==> src/rtl/rst_mode_pkg.sv <==
package rst_mode_pkg;

  typedef enum logic [1:0] {
    ST_IDLE    = 2'd0,
    ST_HOLD    = 2'd1,
    ST_BUSWAIT = 2'd2,
    ST_REQ     = 2'd3
  } rstState_e;

  // Strobes from control to datapath: next values of the output registers
  typedef struct packed {
    logic holdMain;     // core and peripheral domains in reset next cycle
    logic holdProt;     // protected domain in reset next cycle
    logic captureType;  // load the reset type from the latched interrupt level
    logic raiseReq;     // exception request high next cycle
  } rstStrobe_t;

endpackage

==> src/rtl/rst_mode_datapath.sv <==
module rst_mode_datapath
  import rst_mode_pkg::*;
#(
  parameter int QUAL_CYCLES = 20,
  parameter int SYNC_STAGES = 2
) (
  input  logic       clk,
  input  logic       rstInN,
  input  logic       nmiIn,
  input  rstStrobe_t strobe,
  output logic       rstSync,
  output logic       qualEdge,
  output logic       nmiHeld,
  output logic       coreRstN,
  output logic       periphRstN,
  output logic       protRstN,
  output logic       excReq,
  output logic       resetType
);

  localparam int CNT_W = $clog2(QUAL_CYCLES + 1);
  localparam logic [CNT_W-1:0] CNT_MAX  = CNT_W'(QUAL_CYCLES);
  localparam logic [CNT_W-1:0] CNT_LAST = CNT_W'(QUAL_CYCLES - 1);

  logic [SYNC_STAGES-1:0] rstPipe;
  logic [SYNC_STAGES-1:0] nmiPipe;

  // Synchronizer chains, one flop per stage
  always_ff @(posedge clk) begin
    rstPipe[0] <= rstInN;
    nmiPipe[0] <= nmiIn;
  end

  generate
    for (genvar s = 1; s < SYNC_STAGES; s++) begin : g_sync
      always_ff @(posedge clk) begin
        rstPipe[s] <= rstPipe[s-1];
        nmiPipe[s] <= nmiPipe[s-1];
      end
    end
  endgenerate

  logic nmiSync;
  assign rstSync = rstPipe[SYNC_STAGES-1];
  assign nmiSync = nmiPipe[SYNC_STAGES-1];

  // Low-time counter: saturates, clears while reset is high
  logic [CNT_W-1:0] lowCnt;

  always_ff @(posedge clk) begin
    if (rstSync) begin
      lowCnt <= '0;
    end else if (lowCnt != CNT_MAX) begin
      lowCnt <= lowCnt + 1'b1;
    end
  end

  assign qualEdge = !rstSync && (lowCnt == CNT_LAST);

  // Interrupt level taken on the first low sample of each reset
  always_ff @(posedge clk) begin
    if (!rstSync && lowCnt == '0) begin
      nmiHeld <= nmiSync;
    end
  end

  // Output registers, stored as active-high hold flags
  logic mainHold;
  logic periphHold;
  logic protHold;

  always_ff @(posedge clk) begin
    mainHold   <= strobe.holdMain;
    periphHold <= strobe.holdMain;
    protHold   <= strobe.holdProt;
    excReq     <= strobe.raiseReq;
    if (strobe.captureType) begin
      resetType <= !nmiHeld;
    end
  end

  assign coreRstN   = !mainHold;
  assign periphRstN = !periphHold;
  assign protRstN   = !protHold;

  AST_TYPE_LATCH_STABLE: assert property (@(posedge clk) disable iff (!rstInN)
    (!rstSync && lowCnt != '0) |=> $stable(nmiHeld)) else $error("nmi latch moved");

  AST_PROT_ONLY_POWERON: assert property (@(posedge clk) disable iff (!rstInN)
    !protRstN |-> !resetType) else $error("protected reset in manual");

  AST_QUALIFIED_ENTRY: assert property (@(posedge clk) disable iff (!rstInN)
    $fell(coreRstN) |-> (lowCnt == CNT_MAX)) else $error("unqualified reset");

  AST_DOMAINS_FREE_ON_REQ: assert property (@(posedge clk) disable iff (!rstInN)
    excReq |-> (coreRstN && periphRstN && protRstN)) else $error("domain held during req");

endmodule

==> src/rtl/rst_mode_fsm.sv <==
module rst_mode_fsm
  import rst_mode_pkg::*;
(
  input  logic       clk,
  input  logic       rstInN,
  input  logic       rstSync,
  input  logic       qualEdge,
  input  logic       nmiHeld,
  input  logic       resetType,
  input  logic       excReq,
  input  logic       busBusy,
  input  logic       busDone,
  input  logic       excAck,
  output rstStrobe_t strobe
);

  rstState_e state;
  rstState_e stateNext;
  logic      manualNow;

  // Type in force: fresh from the latch on entry, else the stored one
  assign manualNow = (state == ST_IDLE) ? !nmiHeld : resetType;

  always_comb begin
    stateNext = state;
    unique case (state)
      ST_IDLE: begin
        if (qualEdge) stateNext = ST_HOLD;
      end
      ST_HOLD: begin
        if (rstSync) begin
          if (manualNow && busBusy && !busDone) stateNext = ST_BUSWAIT;
          else                                  stateNext = ST_REQ;
        end
      end
      ST_BUSWAIT: begin
        if (busDone) stateNext = ST_REQ;
      end
      ST_REQ: begin
        if (excAck || !rstSync) stateNext = ST_IDLE;
      end
      default: stateNext = ST_IDLE;
    endcase
  end

  always_ff @(posedge clk) begin
    state <= stateNext;
  end

  logic holdingNext;
  assign holdingNext = (stateNext == ST_HOLD) || (stateNext == ST_BUSWAIT);

  always_comb begin
    strobe.holdMain    = holdingNext;
    strobe.holdProt    = holdingNext && !manualNow;
    strobe.captureType = (state == ST_IDLE) && (stateNext == ST_HOLD);
    strobe.raiseReq    = (stateNext == ST_REQ);
  end

  AST_REQ_AFTER_RELEASE: assert property (@(posedge clk) disable iff (!rstInN)
    excReq |-> rstSync) else $error("request while in reset");

  AST_BUS_HOLDS_REQ: assert property (@(posedge clk) disable iff (!rstInN)
    (state == ST_BUSWAIT && !busDone) |=> !excReq) else $error("request before bus done");

  AST_POWERON_NO_WAIT: assert property (@(posedge clk) disable iff (!rstInN)
    (state == ST_HOLD && rstSync && !resetType) |=> excReq) else $error("power-on request late");

  AST_REQ_HELD: assert property (@(posedge clk) disable iff (!rstInN)
    (excReq && !excAck && rstSync) |=> (excReq && $stable(resetType))) else $error("request dropped");

endmodule

==> src/rtl/rst_mode_ctrl.sv <==
module rst_mode_ctrl
  import rst_mode_pkg::*;
#(
  parameter int QUAL_CYCLES = 20,
  parameter int SYNC_STAGES = 2
) (
  input  logic clk,
  input  logic rstInN,
  input  logic nmiIn,
  input  logic busBusy,
  input  logic busDone,
  input  logic excAck,
  output logic coreRstN,
  output logic periphRstN,
  output logic protRstN,
  output logic excReq,
  output logic resetType
);

  rstStrobe_t strobe;
  logic       rstSync;
  logic       qualEdge;
  logic       nmiHeld;

  rst_mode_datapath #(
    .QUAL_CYCLES(QUAL_CYCLES),
    .SYNC_STAGES(SYNC_STAGES)
  ) u_dp (
    .clk       (clk),
    .rstInN    (rstInN),
    .nmiIn     (nmiIn),
    .strobe    (strobe),
    .rstSync   (rstSync),
    .qualEdge  (qualEdge),
    .nmiHeld   (nmiHeld),
    .coreRstN  (coreRstN),
    .periphRstN(periphRstN),
    .protRstN  (protRstN),
    .excReq    (excReq),
    .resetType (resetType)
  );

  rst_mode_fsm u_fsm (
    .clk      (clk),
    .rstInN   (rstInN),
    .rstSync  (rstSync),
    .qualEdge (qualEdge),
    .nmiHeld  (nmiHeld),
    .resetType(resetType),
    .excReq   (excReq),
    .busBusy  (busBusy),
    .busDone  (busDone),
    .excAck   (excAck),
    .strobe   (strobe)
  );

endmodule

==> config.mk <==
export PLATFORM = sky130hd
export DESIGN_NAME = rst_mode_ctrl
export DESIGN_NICKNAME = d
export VERILOG_FILES = /design/src/rtl/rst_mode_pkg.sv /design/src/rtl/rst_mode_datapath.sv /design/src/rtl/rst_mode_fsm.sv /design/src/rtl/rst_mode_ctrl.sv
export SDC_FILE = /design/constraint.sdc
export NUM_CORES = 1
export LEC_CHECK = 0
export ABC_AREA = 1
export CAP_MARGIN = 20
export CELL_PAD_IN_SITES_DETAIL_PLACEMENT = 2
export CELL_PAD_IN_SITES_GLOBAL_PLACEMENT = 2
export CORE_ASPECT_RATIO = 1.1
export CORE_UTILIZATION = 31
export DETAILED_ROUTE_END_ITERATION = 16
export PLACE_DENSITY = 0.8
export SETUP_SLACK_MARGIN = 0.05
export SYNTH_ARGS = -nofsm -noshare
export SYNTH_HDL_FRONTEND = slang
export SYNTH_SLANG_ARGS = --single-unit
==> constraint.sdc <==
create_clock -name clk -period 2.6 [get_ports clk]
set_input_delay 0.52 -clock clk [delete_from_list [all_inputs] [get_ports clk]]
set_output_delay 0.52 -clock clk [all_outputs]
set_load 0.01 [all_outputs]
== Word level (Yosys, flattened, before mapping) ==
Index checks and enable logic that the tools add are counted.
Storage, ports and cells
  flip-flop bits (word level): 16
  memories: 0
  input port bits: 6
  output and inout bits: 5
  latch bits: 0
  RAM bits: 0
  word-level logic and storage cells: 43
  ROM bits: 0
Cells by class
  reductions and logical operators: 16
  multipliers: 0
  div/mod/pow operators: 0
  add/subtract/negate cells: 1
  bitwise operators: 0
  eq/ne operators: 8
  shifts and indexed selects: 0
  magnitude comparators: 0
  multiplexer cells: 7
Operators with widths (count)
  equality test 2 bit (second input constant): 4
  2-to-1 mux 2 bit: 4
  one-hot mux 2 bit (4 select lines): 1
  logical AND 1 bit: 6
  zero test 1 bit: 6
  adder 5 x 1 -> 5 bit (second input constant): 1
  equality test 5 bit (second input constant): 1
  zero test 5 bit: 1
  inequality test 5 bit (second input constant): 1
  equality test 2 x 1 -> 1 bit (second input constant): 2
  zero test 2 bit: 1
  logical OR 1 bit: 2
  2-to-1 mux 1 bit: 2

== Depth between registers and ports, before layout ==
  depth in word-level cells: 10
  depth in mapped cells: 8
  mapped depth without buffers: 8

== By module ==
Synthesis repeated with hierarchy kept, for this count alone.
Unflattened totals
  cells, all modules: 92
  area, all modules: 725.7 um^2
By module, submodules not included
  rst_mode_datapath: area each 515.5 um^2, cells each 60, seq. area each 300.3 um^2, instances 1
  rst_mode_fsm: area each 210.2 um^2, cells each 32, seq. area each 40.0 um^2, instances 1

== Least setup slack after synthesis ==
OpenSTA, ideal clock, no wires.
  kind: input -> register
  from: input excAck
  to: register u_dp.resetType, enable pin
  cell stages on the path: 5
  arrival time: 1.202 ns
  data required time: 2.286 ns
  setup time: 0.314 ns
  path buffers: 0
  path slack: 1.084 ns
  cell sequence: nor3_2 > nor2_1 > a21oi_2 > ha_1 > nor3b_1
RTL lines
  from (decl): RTL line rst_mode_ctrl.sv:12  | input logic excAck,
  to (signal assigned): RTL line rst_mode_datapath.sv:78  | resetType <= !nmiHeld;
  to (decl): RTL line rst_mode_datapath.sv:18  | output logic resetType

==> run metrics <==
number of resized instances in the post-cts repair step 0; final setup slack of the worst path 0.7138 ns; post-route cell area between 800 and 900 sq um; root buffer cell clkbuf_4; cell seen most often among critical-path stages nand2_1; effective utilization at floorplan 32.60%; relative contribution of the clock network to total power 17.3%; Final period util 72.55%; Area after DPL between 700 and 800 sq um; worst r2r path cells 7; number of antenna violations at the first check in global routing 0; Min-Delay Endpoint u_dp.nmiSync; reg-to-reg critical path endpoint u_dp.resetType; unrepaired setup endpoints after global routing no; net switching power 243.9 uW; via total after detailed routing 509; Max VDD drop 0.0004281 V; CP Cell Sequence clkdlybuf4s50_1 -> inv_1 -> nand2_1 -> nor2_1 -> nand3_1 -> nand2_1 -> a21oi_2 -> ha_1 -> nor3b_1; total detailed-routing wirelength 1.275 mm; TritonCTS clock tree yes; pre-CTS setup slack approximately 0.4 ns; total count of hold-check failures in the final report 0; worst setup slack for register-to-register paths 0.78 ns; Post-Syn Area per Cell a little under 9 sq um; average routed wire per standard cell roughly 11 um; Chip Height 50.10 um; fin crit period 1.886 ns; Post-Layout Cell Count 114; clock latency on the worst-skew pair 0.28 ns; maximum root-to-sink buffer count 2; Max transition margin about four fifths; cell area after synthesis roughly 650 sq um; number of distinct library cells after synthesis 18; category of the worst setup path launch point primary input; average vias per placed instance 4.465; global placement routability congestion just under 0.7; post-layout net count 98; buffers added on ports 10; Synthesized Nets 84; power share of the sequential group 47.1%; number of buffers and inverters on the critical path 2; Synth Instances 74; count of cells along the worst hold path 0; library cell with the largest summed area after synthesis dfxtp_1; wire length of the first global-routing pass between 2 and 2.5 mm; drt drc 0; critical path fanouts, max 3; critical path class in -> reg; #FFs+latches synth 16; drt initial violations 3; Final HPWL DP about 1.0 mm; antenna viol nets, final 0; CTS clock-pin slew for the worst setup and hold paths ~0.090 ns; Area Growth Syn to Fin 23.03%; internal power consumption roughly 480 uW; total setup buffers inserted after CTS 0; clk sinks 16; post-route clock skew approximately 0.0013 ns; layout cell share with drive strength beyond 1 6.977%; beginning of the worst hold path u_dp.nmiPipe[0]; Critical Path Sink Type flip-flop; biggest area contributors in the synthesized netlist dfxtp_1 43%, inv_1 9.8%, edfxtp_1 9.2%; stages on the worst setup path 9; transition at the pin with the smallest max-transition slack 0.2710 ns; delay of the slowest critical-path stage roughly 0.45 ns; antenna cells 0; max_cap viols 0; total clock buffers created by CTS 3; overall die width 45.72 um; pin count of the biggest net entering global routing 9; setup_tns 0 ns; proportion of netlist area held by the largest area contributor 42.99%; Logic pwr share about 36%; number of standard-cell rows in the floorplan 17; GRT Overall Usage 14.58%; worst reg2reg startpoint u_dp.lowCnt[0]; family with the most delay on the worst path buffers and inverters; core box area 1999 sq um; Multi-input gate area approximately 240 sq um; worst path arrival time roughly 1.9 ns; number of setup violations in the final report 0; instance count after placement with tap cells included 111; required time at the worst-slack endpoint between 2 and 3 ns; io pins 11; Yosys Warn Count 0; overflow left after global routing 0; number of buffers inserted by hold repair at cts 0; worst-case hold slack 0.3340 ns; area occupied by registers 340.3 sq um; Max Clock Freq 0.5302 GHz; worst hold path type reg -> reg; number of levels in the clock H-tree 1; LEAKAGE 0.3613 nW; fillcell total 247; run status finished clean; slowest CP cell clkdlybuf4s50_1; Switching Share 33.64%; final number of max-transition violations 0; via count of the first global-routing pass 529; floorplan die area 2290 sq um; sequential fraction of the synthesis area 52.21%; PwrDens ~900 nW/um^2; router iterations before antenna repair 4
[registers in the layout (all words and copies together), names as in the netlist]
name            cells
u_dp.mainHold       1
u_dp.nmiHeld        1
u_dp.rstPipe        1
u_fsm.state         2
u_dp.rstSync        1
u_dp.resetType      1
u_dp.protHold       1
u_dp.nmiPipe        1
u_dp.nmiSync        1
u_dp.lowCnt         5
u_dp.excReq         1
[layout make-up]
type | count | area share [%]
Inverter | 17 | 7.956
Clock buffer | 3 | 2.808
Timing Repair Buffer | 10 | 12.48
Multi-Input combinational cell | 40 | 29.95
Sequential cell | 16 | 42.43
Tap cell | 28 | 4.368
[cells in the final DEF, fill, tap and decap left out, drive strengths merged]
cell	count
inv	17
dfxtp	14
clkdlybuf4s50	10
nand2	8
nand3	6
nor2	6
a21oi	6
ha	4
o21ai	4
clkbuf	3
edfxtp	2
nand4	2
nor3	1
nor3b	1
xor2	1
xnor2	1
[cell families (layout without fill, tap and decap cells)]
group | Yosys count | in the layout | synth area share, %
compound gates | 10 | 10 | 8.252
xor+xnor | 2 | 2 | 2.688
fa+ha+maj | 4 | 4 | 7.678
buf+inv | 18 | 30 | 10.94
flops | 16 | 16 | 52.21
simple gates | 24 | 24 | 18.24
[synth_stat cells]
master	n
a21oi_1	5
a21oi_2	1
buf_4	1
dfxtp_1	14
edfxtp_1	2
ha_1	4
inv_1	17
nand2_1	8
nand3_1	6
nand4_1	1
nand4_2	1
nor2_1	6
nor3_2	1
nor3b_1	1
o21ai_0	1
o21ai_1	3
xnor2_1	1
xor2_1	1
[stage by stage]
step,utilization (%),total power [mW]
after floorplan,-,0.4997
final,40.11,0.7250
after detailed placement,38.99,0.6091
after global routing,40.11,0.7885
after CTS,40.11,0.7383
after global placement,38.99,0.5995
[how the worst max path moves through the flow]
stage                 start             end  slack, ns
finish              busDone  u_dp.resetType       0.71
global route        busDone  u_dp.resetType       0.61
CTS                 busDone  u_dp.resetType       0.71
detailed placement  busDone  u_dp.resetType       0.41
global placement    busDone  u_dp.resetType       0.46
floorplan            excAck  u_dp.resetType       1.08
[metal layers]
layer  global-route usage (%)  vias up  wire [um]
li1                         -      259          -
met1                    18.18      237        602
met2                    22.14       11        605
met3                    3.297        2         41
met4                    8.824        0         26
met5                        0        -          0
[power by group through the flow]
| stage | Sequential, mW | Combinational, mW | Clock (mW) |
|---|---|---|---|
| after floorplan | 0.345 | 0.155 | 0 |
| after global placement | 0.346 | 0.253 | 0 |
| after detailed placement | 0.349 | 0.260 | 0 |
| after CTS | 0.343 | 0.262 | 0.133 |
| after global routing | 0.348 | 0.296 | 0.144 |
| final | 0.342 | 0.258 | 0.125 |
Note: power is estimated with default switching activity, not from simulation.
